$ cat src/rtl/dbg_chain_pkg.sv
`timescale 1ns/1ps
package dbg_chain_pkg;

    localparam int CHAIN_W = 4;

    typedef enum logic [1:0] {
        OP_SEL = 2'd0,
        OP_RD  = 2'd1,
        OP_WR  = 2'd2,
        OP_NOP = 2'd3
    } dbg_op_e;

    typedef enum logic [CHAIN_W-1:0] {
        CH_CPU    = 4'd0,
        CH_TRACE  = 4'd1,
        CH_DEVINT = 4'd2,
        CH_MEM    = 4'd3
    } chain_e;

    typedef enum logic [1:0] {
        ERR_NONE      = 2'd0,
        ERR_BAD_CHAIN = 2'd1,
        ERR_BAD_ADDR  = 2'd2,
        ERR_ACCESS    = 2'd3
    } dbg_err_e;

    // development-interface word addresses
    localparam int DI_MODE    = 0;
    localparam int DI_TRIG    = 1;
    localparam int DI_QUAL    = 2;
    localparam int DI_STOP    = 3;
    localparam int DI_RUNCTL  = 4;
    localparam int DI_WP_BASE = 5;
    localparam int DI_WP_NUM  = 11;

    // run-control bit positions
    localparam int RC_RESET_BIT = 0;
    localparam int RC_STALL_BIT = 1;

    typedef struct packed {
        logic     done;
        dbg_err_e err;
    } dbg_rsp_t;

endpackage

$ cat src/rtl/dbg_mem_gate.sv
`timescale 1ns/1ps
module dbg_mem_gate #(
    parameter int          AW        = 32,
    parameter int unsigned MEM_BASE  = 32'h100,
    parameter int unsigned MEM_WORDS = 16
) (
    input  logic [AW-1:0] addr,
    output logic          in_range
);
    localparam logic [AW:0] LO = (AW+1)'(MEM_BASE);
    localparam logic [AW:0] HI = (AW+1)'(MEM_BASE) + (AW+1)'(MEM_WORDS);

    logic [AW:0] ext_addr;

    always_comb begin
        ext_addr = {1'b0, addr};
        in_range = (ext_addr >= LO) && (ext_addr < HI);
    end
endmodule

$ cat src/rtl/dbg_devint_regs.sv
`timescale 1ns/1ps
module dbg_devint_regs
    import dbg_chain_pkg::*;
#(
    parameter int AW  = 32,
    parameter int DW  = 32,
    parameter int NWP = DI_WP_NUM
) (
    input  logic          clk,
    input  logic          rst,
    input  logic          wr_en,
    input  logic [AW-1:0] addr,
    input  logic [DW-1:0] wdata,
    output logic [DW-1:0] rdata,
    output logic          addr_ok,
    output logic          run_reset,
    output logic          run_stall,
    output logic          rst_pulse
);
    localparam int BP_ADDR = DI_WP_BASE + NWP;

    logic [DW-1:0] mode_q, trig_q, qual_q, stop_q, run_q, bp_q;
    logic [DW-1:0] wp_rd [NWP];
    logic          run_wr;

    assign run_wr = wr_en && (addr == AW'(DI_RUNCTL));

    always_ff @(posedge clk) begin
        if (rst) begin
            mode_q    <= '0;
            trig_q    <= '0;
            qual_q    <= '0;
            stop_q    <= '0;
            run_q     <= '0;
            bp_q      <= '0;
            rst_pulse <= 1'b0;
        end else begin
            if (wr_en && addr == AW'(DI_MODE)) mode_q <= wdata;
            if (wr_en && addr == AW'(DI_TRIG)) trig_q <= wdata;
            if (wr_en && addr == AW'(DI_QUAL)) qual_q <= wdata;
            if (wr_en && addr == AW'(DI_STOP)) stop_q <= wdata;
            if (wr_en && addr == AW'(BP_ADDR)) bp_q   <= wdata;
            if (run_wr) run_q <= wdata;
            rst_pulse <= run_wr && run_q[RC_RESET_BIT] && !wdata[RC_RESET_BIT];
        end
    end

    for (genvar g = 0; g < NWP; g++) begin : g_wp
        logic [DW-1:0] wp_q;
        always_ff @(posedge clk) begin
            if (rst)
                wp_q <= '0;
            else if (wr_en && addr == AW'(DI_WP_BASE + g))
                wp_q <= wdata;
        end
        assign wp_rd[g] = wp_q;
    end

    always_comb begin
        addr_ok = 1'b1;
        rdata   = '0;
        if      (addr == AW'(DI_MODE))   rdata = mode_q;
        else if (addr == AW'(DI_TRIG))   rdata = trig_q;
        else if (addr == AW'(DI_QUAL))   rdata = qual_q;
        else if (addr == AW'(DI_STOP))   rdata = stop_q;
        else if (addr == AW'(DI_RUNCTL)) rdata = run_q;
        else if (addr == AW'(BP_ADDR))   rdata = bp_q;
        else begin
            addr_ok = 1'b0;
            for (int i = 0; i < NWP; i++) begin
                if (addr == AW'(DI_WP_BASE + i)) begin
                    addr_ok = 1'b1;
                    rdata   = wp_rd[i];
                end
            end
        end
    end

    assign run_reset = run_q[RC_RESET_BIT];
    assign run_stall = run_q[RC_STALL_BIT];

    // the pulse only follows a release of the reset bit
    p_pulse_on_release_r7: assert property (@(posedge clk) disable iff (rst)
        rst_pulse |-> $fell(run_q[RC_RESET_BIT]));

    // reset clears run control
    p_run_cleared_r10: assert property (@(posedge clk)
        rst |=> (run_q == '0 && !rst_pulse));
endmodule

$ cat src/rtl/dbg_chain_router.sv
`timescale 1ns/1ps
module dbg_chain_router
    import dbg_chain_pkg::*;
#(
    parameter int          AW        = 32,
    parameter int          DW        = 32,
    parameter int unsigned MEM_BASE  = 32'h100,
    parameter int unsigned MEM_WORDS = 16
) (
    input  logic          clk,
    input  logic          rst,
    input  logic          cmd_valid,
    input  logic [1:0]    cmd_op,
    input  logic [AW-1:0] cmd_addr,
    input  logic [DW-1:0] cmd_wdata,
    output logic          rsp_done,
    output logic [1:0]    rsp_err,
    output logic [DW-1:0] rsp_rdata,
    output logic          spr_re,
    output logic          spr_we,
    output logic [AW-1:0] spr_addr,
    output logic [DW-1:0] spr_wdata,
    input  logic [DW-1:0] spr_rdata,
    output logic          mem_re,
    output logic          mem_we,
    output logic [AW-1:0] mem_addr,
    output logic [DW-1:0] mem_wdata,
    input  logic [DW-1:0] mem_rdata,
    input  logic          cpu_dbg_disable,
    output logic          cpu_stall,
    output logic          du_in_reset,
    output logic          sys_reset_pulse
);
    dbg_op_e       op;
    chain_e        sel_q;
    dbg_rsp_t      rsp_q, rsp_nx;
    logic [DW-1:0] rdata_q, rdata_nx;
    logic          is_rd, is_wr, chain_ok, mem_ok;
    logic          di_ok, di_wr, run_stall;
    logic [DW-1:0] di_rdata;

    assign op       = dbg_op_e'(cmd_op);
    assign is_rd    = cmd_valid && (op == OP_RD);
    assign is_wr    = cmd_valid && (op == OP_WR);
    assign chain_ok = (cmd_addr <= AW'(CH_MEM));

    dbg_mem_gate #(.AW(AW), .MEM_BASE(MEM_BASE), .MEM_WORDS(MEM_WORDS)) u_gate (
        .addr     (cmd_addr),
        .in_range (mem_ok)
    );

    assign di_wr = is_wr && (sel_q == CH_DEVINT);

    dbg_devint_regs #(.AW(AW), .DW(DW), .NWP(DI_WP_NUM)) u_devint (
        .clk       (clk),
        .rst       (rst),
        .wr_en     (di_wr),
        .addr      (cmd_addr),
        .wdata     (cmd_wdata),
        .rdata     (di_rdata),
        .addr_ok   (di_ok),
        .run_reset (du_in_reset),
        .run_stall (run_stall),
        .rst_pulse (sys_reset_pulse)
    );

    // external strobes
    assign spr_re    = is_rd && (sel_q == CH_CPU);
    assign spr_we    = is_wr && (sel_q == CH_CPU);
    assign spr_addr  = cmd_addr;
    assign spr_wdata = cmd_wdata;
    assign mem_re    = is_rd && (sel_q == CH_MEM) && mem_ok;
    assign mem_we    = is_wr && (sel_q == CH_MEM) && mem_ok;
    assign mem_addr  = cmd_addr;
    assign mem_wdata = cmd_wdata;

    always_comb begin
        rsp_nx.done = cmd_valid;
        rsp_nx.err  = ERR_NONE;
        rdata_nx    = '0;
        unique case (op)
            OP_SEL: if (!chain_ok) rsp_nx.err = ERR_BAD_CHAIN;
            OP_RD, OP_WR: begin
                unique case (sel_q)
                    CH_CPU:    rdata_nx = spr_rdata;
                    CH_TRACE:  if (op == OP_WR) rsp_nx.err = ERR_ACCESS;
                    CH_DEVINT: begin
                        rdata_nx = di_rdata;
                        if (!di_ok) rsp_nx.err = ERR_BAD_ADDR;
                    end
                    CH_MEM: begin
                        if (mem_ok) rdata_nx = mem_rdata;
                        else        rsp_nx.err = ERR_BAD_ADDR;
                    end
                    default:   rsp_nx.err = ERR_BAD_CHAIN;
                endcase
            end
            default: ;
        endcase
        if (op != OP_RD) rdata_nx = '0;
    end

    always_ff @(posedge clk) begin
        if (rst) begin
            sel_q   <= CH_CPU;
            rsp_q   <= '0;
            rdata_q <= '0;
        end else begin
            rsp_q   <= cmd_valid ? rsp_nx : '0;
            rdata_q <= cmd_valid ? rdata_nx : '0;
            if (cmd_valid && op == OP_SEL && chain_ok)
                sel_q <= chain_e'(cmd_addr[CHAIN_W-1:0]);
        end
    end

    assign rsp_done  = rsp_q.done;
    assign rsp_err   = rsp_q.err;
    assign rsp_rdata = rdata_q;
    assign cpu_stall = run_stall && !cpu_dbg_disable;

    p_done_follows_cmd_r2: assert property (@(posedge clk) disable iff (rst)
        cmd_valid |=> rsp_done);
    p_done_idle_r2: assert property (@(posedge clk) disable iff (rst)
        !cmd_valid |=> !rsp_done);
    p_bad_chain_holds_r1: assert property (@(posedge clk) disable iff (rst)
        (rsp_done && rsp_err == ERR_BAD_CHAIN) |-> $stable(sel_q));
    p_trace_write_exc_r4: assert property (@(posedge clk) disable iff (rst)
        (is_wr && sel_q == CH_TRACE) |=> (rsp_err == ERR_ACCESS));
    p_stall_masked_r8: assert property (@(posedge clk) disable iff (rst)
        cpu_dbg_disable |-> !cpu_stall);
    p_mem_bad_zero_r9: assert property (@(posedge clk) disable iff (rst)
        (rsp_done && sel_q == CH_MEM && rsp_err == ERR_BAD_ADDR) |-> (rsp_rdata == '0));
endmodule

$ cat config.mk
export PLATFORM = sky130hd
export DESIGN_NAME = dbg_chain_router
export DESIGN_NICKNAME = d
export VERILOG_FILES = /design/src/rtl/dbg_chain_pkg.sv /design/src/rtl/dbg_mem_gate.sv /design/src/rtl/dbg_devint_regs.sv /design/src/rtl/dbg_chain_router.sv
export SDC_FILE = /design/constraint.sdc
export NUM_CORES = 2
export LEC_CHECK = 0
export ABC_AREA = 1
export BUFFER_PORTS_ARGS = -buffer_cell sky130_fd_sc_hd__buf_2
export CAP_MARGIN = 20
export CORE_MARGIN = 2
export CORE_UTILIZATION = 40
export DETAILED_ROUTE_END_ITERATION = 12
export PLACE_DENSITY = 0.67
export SYNTH_ARGS = -nofsm -noshare
export SYNTH_HDL_FRONTEND = slang
export SYNTH_SLANG_ARGS = --single-unit
$ cat constraint.sdc
create_clock -name clk -period 2.4 [get_ports clk]
set_input_delay 0.36 -clock clk [delete_from_list [all_inputs] [get_ports clk]]
set_output_delay 0.36 -clock clk [all_outputs]
set_load 0.01 [all_outputs]
==> reports/results.ini <==
[status]
status=finished, final reports clean

[global_routing]
grt_remaining_overflow=0
grt_antenna_before_repair=4
grt_max_degree=90
track_usage_pct=24.9
first_global_vias=22500
grt_pass1_wl_um=132000

[die]
coreArea_sq_um=64500
start_util_pct=40.4
die-height_um=259
num_io_pins=304
fp-row-count=93
die_w_um=259
die-area_sq_um=67200

[cts]
htreeDepth=2
clk_pin_slew_worst_paths_ns=0.06
cts-hold-fix-buffers=0
root_buffer=clkbuf_16
cts_tree=built
clkLatencyLatePin_ns=0.64
cts.sinks=584
cts_buffers=57
cts_buffer_depth=3

[yosys]
ys_seq_elements=584
yosys-top-cells-area=dfxtp_1, a211oi_1, nor2_1
synthesis.area_sq_um=26000
ys.flop_type=dfxtp_1
synthCells=3462
synth.most_common_cell=dfxtp_1
postSynth.asyncResetShare_pct=0
synth_cell_types=43
synth_edf_count=0
yosysSeqAreaShare_pct=44.9
synth_nets=3600
synth_top_area_cell=dfxtp_1
yosys-top-cells-count=dfxtp_1, nor2_1, nand2_1, a211oi_1, a21oi_1
yosys_warnings=0
synth_top_area_share_pct=44.9
synth_area_per_cell_sq_um=7.52

[critical_path]
endpoint_kind=flip-flop
crit_type=in2reg
regToRegSetupSlack_ns=0.20
reg2reg_from=sel_q[3]
required_ns=2.93
critical_path.max_fanout=7
reg2reg_to=u_devint.g_wp[7].wp_q[10]
start_kind=primary input
rr_worst_depth=11
arrival_ns=2.87

[route]
drtAntennaViolNets=0
num_vias=24800
viasPerCell=5.37
drc=0
drt-initial-drc-count=2044
wire_per_inst_um=18.8
wl_um=86600
firstDrtPassIters=6

[finish]
syn2layout_area_growth_pct=22.8
drive_gt1_share_pct=22.2
final_nets=3852
n_fill_cell=6225
final_cell_area_sq_um=32000
regArea_sq_um=11700
multiInputGateArea_sq_um=11900

[placed_design]
place.gp.congestion=0.921
dp_hpwl_um=59600
io_buffers=303
postPlaceCellArea_sq_um=29600

[sta]
max_slew_margin_pct=47.4
finalMaxSlewViolations=0
fin_crit_sh_pct=97.6
tightest_slew_ns=0.788
hold_violations=0
period_needed_ns=2.34
setup_viol=0
skew_ns=0.0333
fmax_mhz=427
timing.hold.ws_ns=0.0337
grt_setup_unrepaired=true
tns_ns=0

[hold_path]
hold_start=cmd_valid
hold_path.class=in2reg
hold-path-cell-count=3
hold-path-endpoint=rsp_done

[power_and_ir_drop]
p_leak_nw=13.0
ir_drop_v=0.000529
powerDensity_nw_per_um2=621

[flow_run]
maxCapViolCount=0

## power by group
part	internal [mW]	switching, mW	total (mW)
combinational	0.326	0.706	1.03
sequential	9.70	0.00241	9.70
clock	5.17	3.96	9.13
## per-stage QoR
step                      worst slack (ns)  utilization (%)  cells  power [mW]
after floorplan                      0.112                -   3462        10.5
after global placement              -0.646             45.9   4498        10.9
after detailed placement            -0.640             45.9   4498        10.9
after CTS                          0.00905             48.9   4605        19.9
after global routing               -0.0997             49.6   4618        20.4
final                               0.0576             49.6   4618        19.9
## cell type report
| cell class | count | area share (%) |
|---|---|---|
| multi-input cells | 2295 | 37.3 |
| flip-flops and latches | 584 | 36.5 |
| repair buffers | 599 | 14.8 |
| clock buffers | 83 | 5.36 |
| well taps | 855 | 3.34 |
| inverters | 177 | 2.09 |
| clock inverters | 24 | 0.563 |
| diodes | 1 | 0.00782 |
## sequential cells by signal, indices dropped and copies added, names as in the netlist
name	cells
u_devint.trig_q	32
rsp_done	1
u_devint.qual_q	32
sel_q	4
rsp_err	2
u_devint.g_wp.wp_q	352
u_devint.bp_q	32
rsp_rdata	32
u_devint.mode_q	32
u_devint.run_q	32
u_devint.stop_q	32
u_devint.rst_pulse	1
## worst max-delay path, cell delays in order
cell and delay, ns:
buf_2 0.14, inv_2 0.12, nor2_2 0.06, buf_4 0.13, buf_4 0.13, nand2_1 0.13
nor2_4 0.08, buf_6 0.14, buf_4 0.13, nand2_1 0.05, nand4_1 0.10, a21oi_2 0.22
nand3_1 0.16, nand2_1 0.14, nand4_1 0.18, nand2_1 0.11, nand3_1 0.14, nand2_1 0.10
nand2_1 0.06, a21oi_1 0.13, nor2_1 0.05
## metal layers
| layer | part of all wire, % | up-vias | global-route usage [%] |
|---|---|---|---|
| met5 | 0.015 | - | 0 |
| met3 | 6.5 | 137 | 3.48 |
| met4 | 2.8 | 2 | 7.60 |
| met2 | 46 | 848 | 41.2 |
| li1 | - | 12300 | - |
| met1 | 44 | 11500 | 33.6 |
## cell families (layout without fill, tap and decap cells)
| kind of cell | after synthesis | after routing | share of synthesized area (%) |
|---|---|---|---|
| simple gates | 1268 | 1268 | 20.5 |
| compound gates | 1017 | 1017 | 23.6 |
| flops | 584 | 584 | 44.9 |
| buf+inv | 583 | 883 | 10.6 |
| mux | 6 | 6 | 0.235 |
| fa+ha+maj | 4 | 4 | 0.192 |
| other cells | 0 | 1 | 0 |
## repair_timing
item	in CTS	in global routing
gates cloned	0	1
setup endpoints to repair	4	33
gates resized for setup	10	81
pin swaps	1	43
buffers inserted	0	11
## placed cells by master, fill, tap and decap left out, types with 3 or more instances in the layout
cell type  Yosys  routed
clkinv_1      29      29
a21oi_1      305     298
nor3_1        19      16
nor2_1       578     563
nand3_2        1      18
nor2_2        15      14
a221oi_1       5       5
a211oi_1     348     348
buf_2         63     296
or2_0          3       3
o22ai_1       47      47
clkinv_2       0      19
dfxtp_1      584     584
nand4_1       34      34
ha_1           4       4
nor3_4         1       3
buf_4        132     216
inv_2         15      15
nand3_1      157     140
nand2_2        4      23
buf_12         0      74
clkbuf_8       0      15
o21ai_1       17      18
nor2_4        18      34
or2_2          6       6
o21ai_0      263     262
nor3_2         2       3
clkbuf_1     206       9
o221a_2        7       7
mux2i_1        5       5
inv_1        133     131
o211ai_1       3       3
a21oi_2        0       7
nor4_1         3       3
nand2_1      424     403
clkbuf_16      0      60
a21o_1        16      16
buf_6          1       8
## how the worst max path moves through the flow
stage            startpoint            end  slack [ns]  cells after the start
2_1_floorplan  cmd_addr[21]  rsp_rdata[20]        0.11                     20
3_3_place_gp    cmd_addr[2]  rsp_rdata[12]       -0.65                     22
3_5_place_dp    cmd_addr[6]  rsp_rdata[17]       -0.64                     20
4_1_cts         cmd_addr[2]  rsp_rdata[12]       0.009                     20
5_1_grt        cmd_addr[11]   rsp_rdata[7]        -0.1                     23
6_report        cmd_addr[2]   rsp_rdata[0]        0.06                     21
Note: power is estimated with default switching activity, not from simulation.
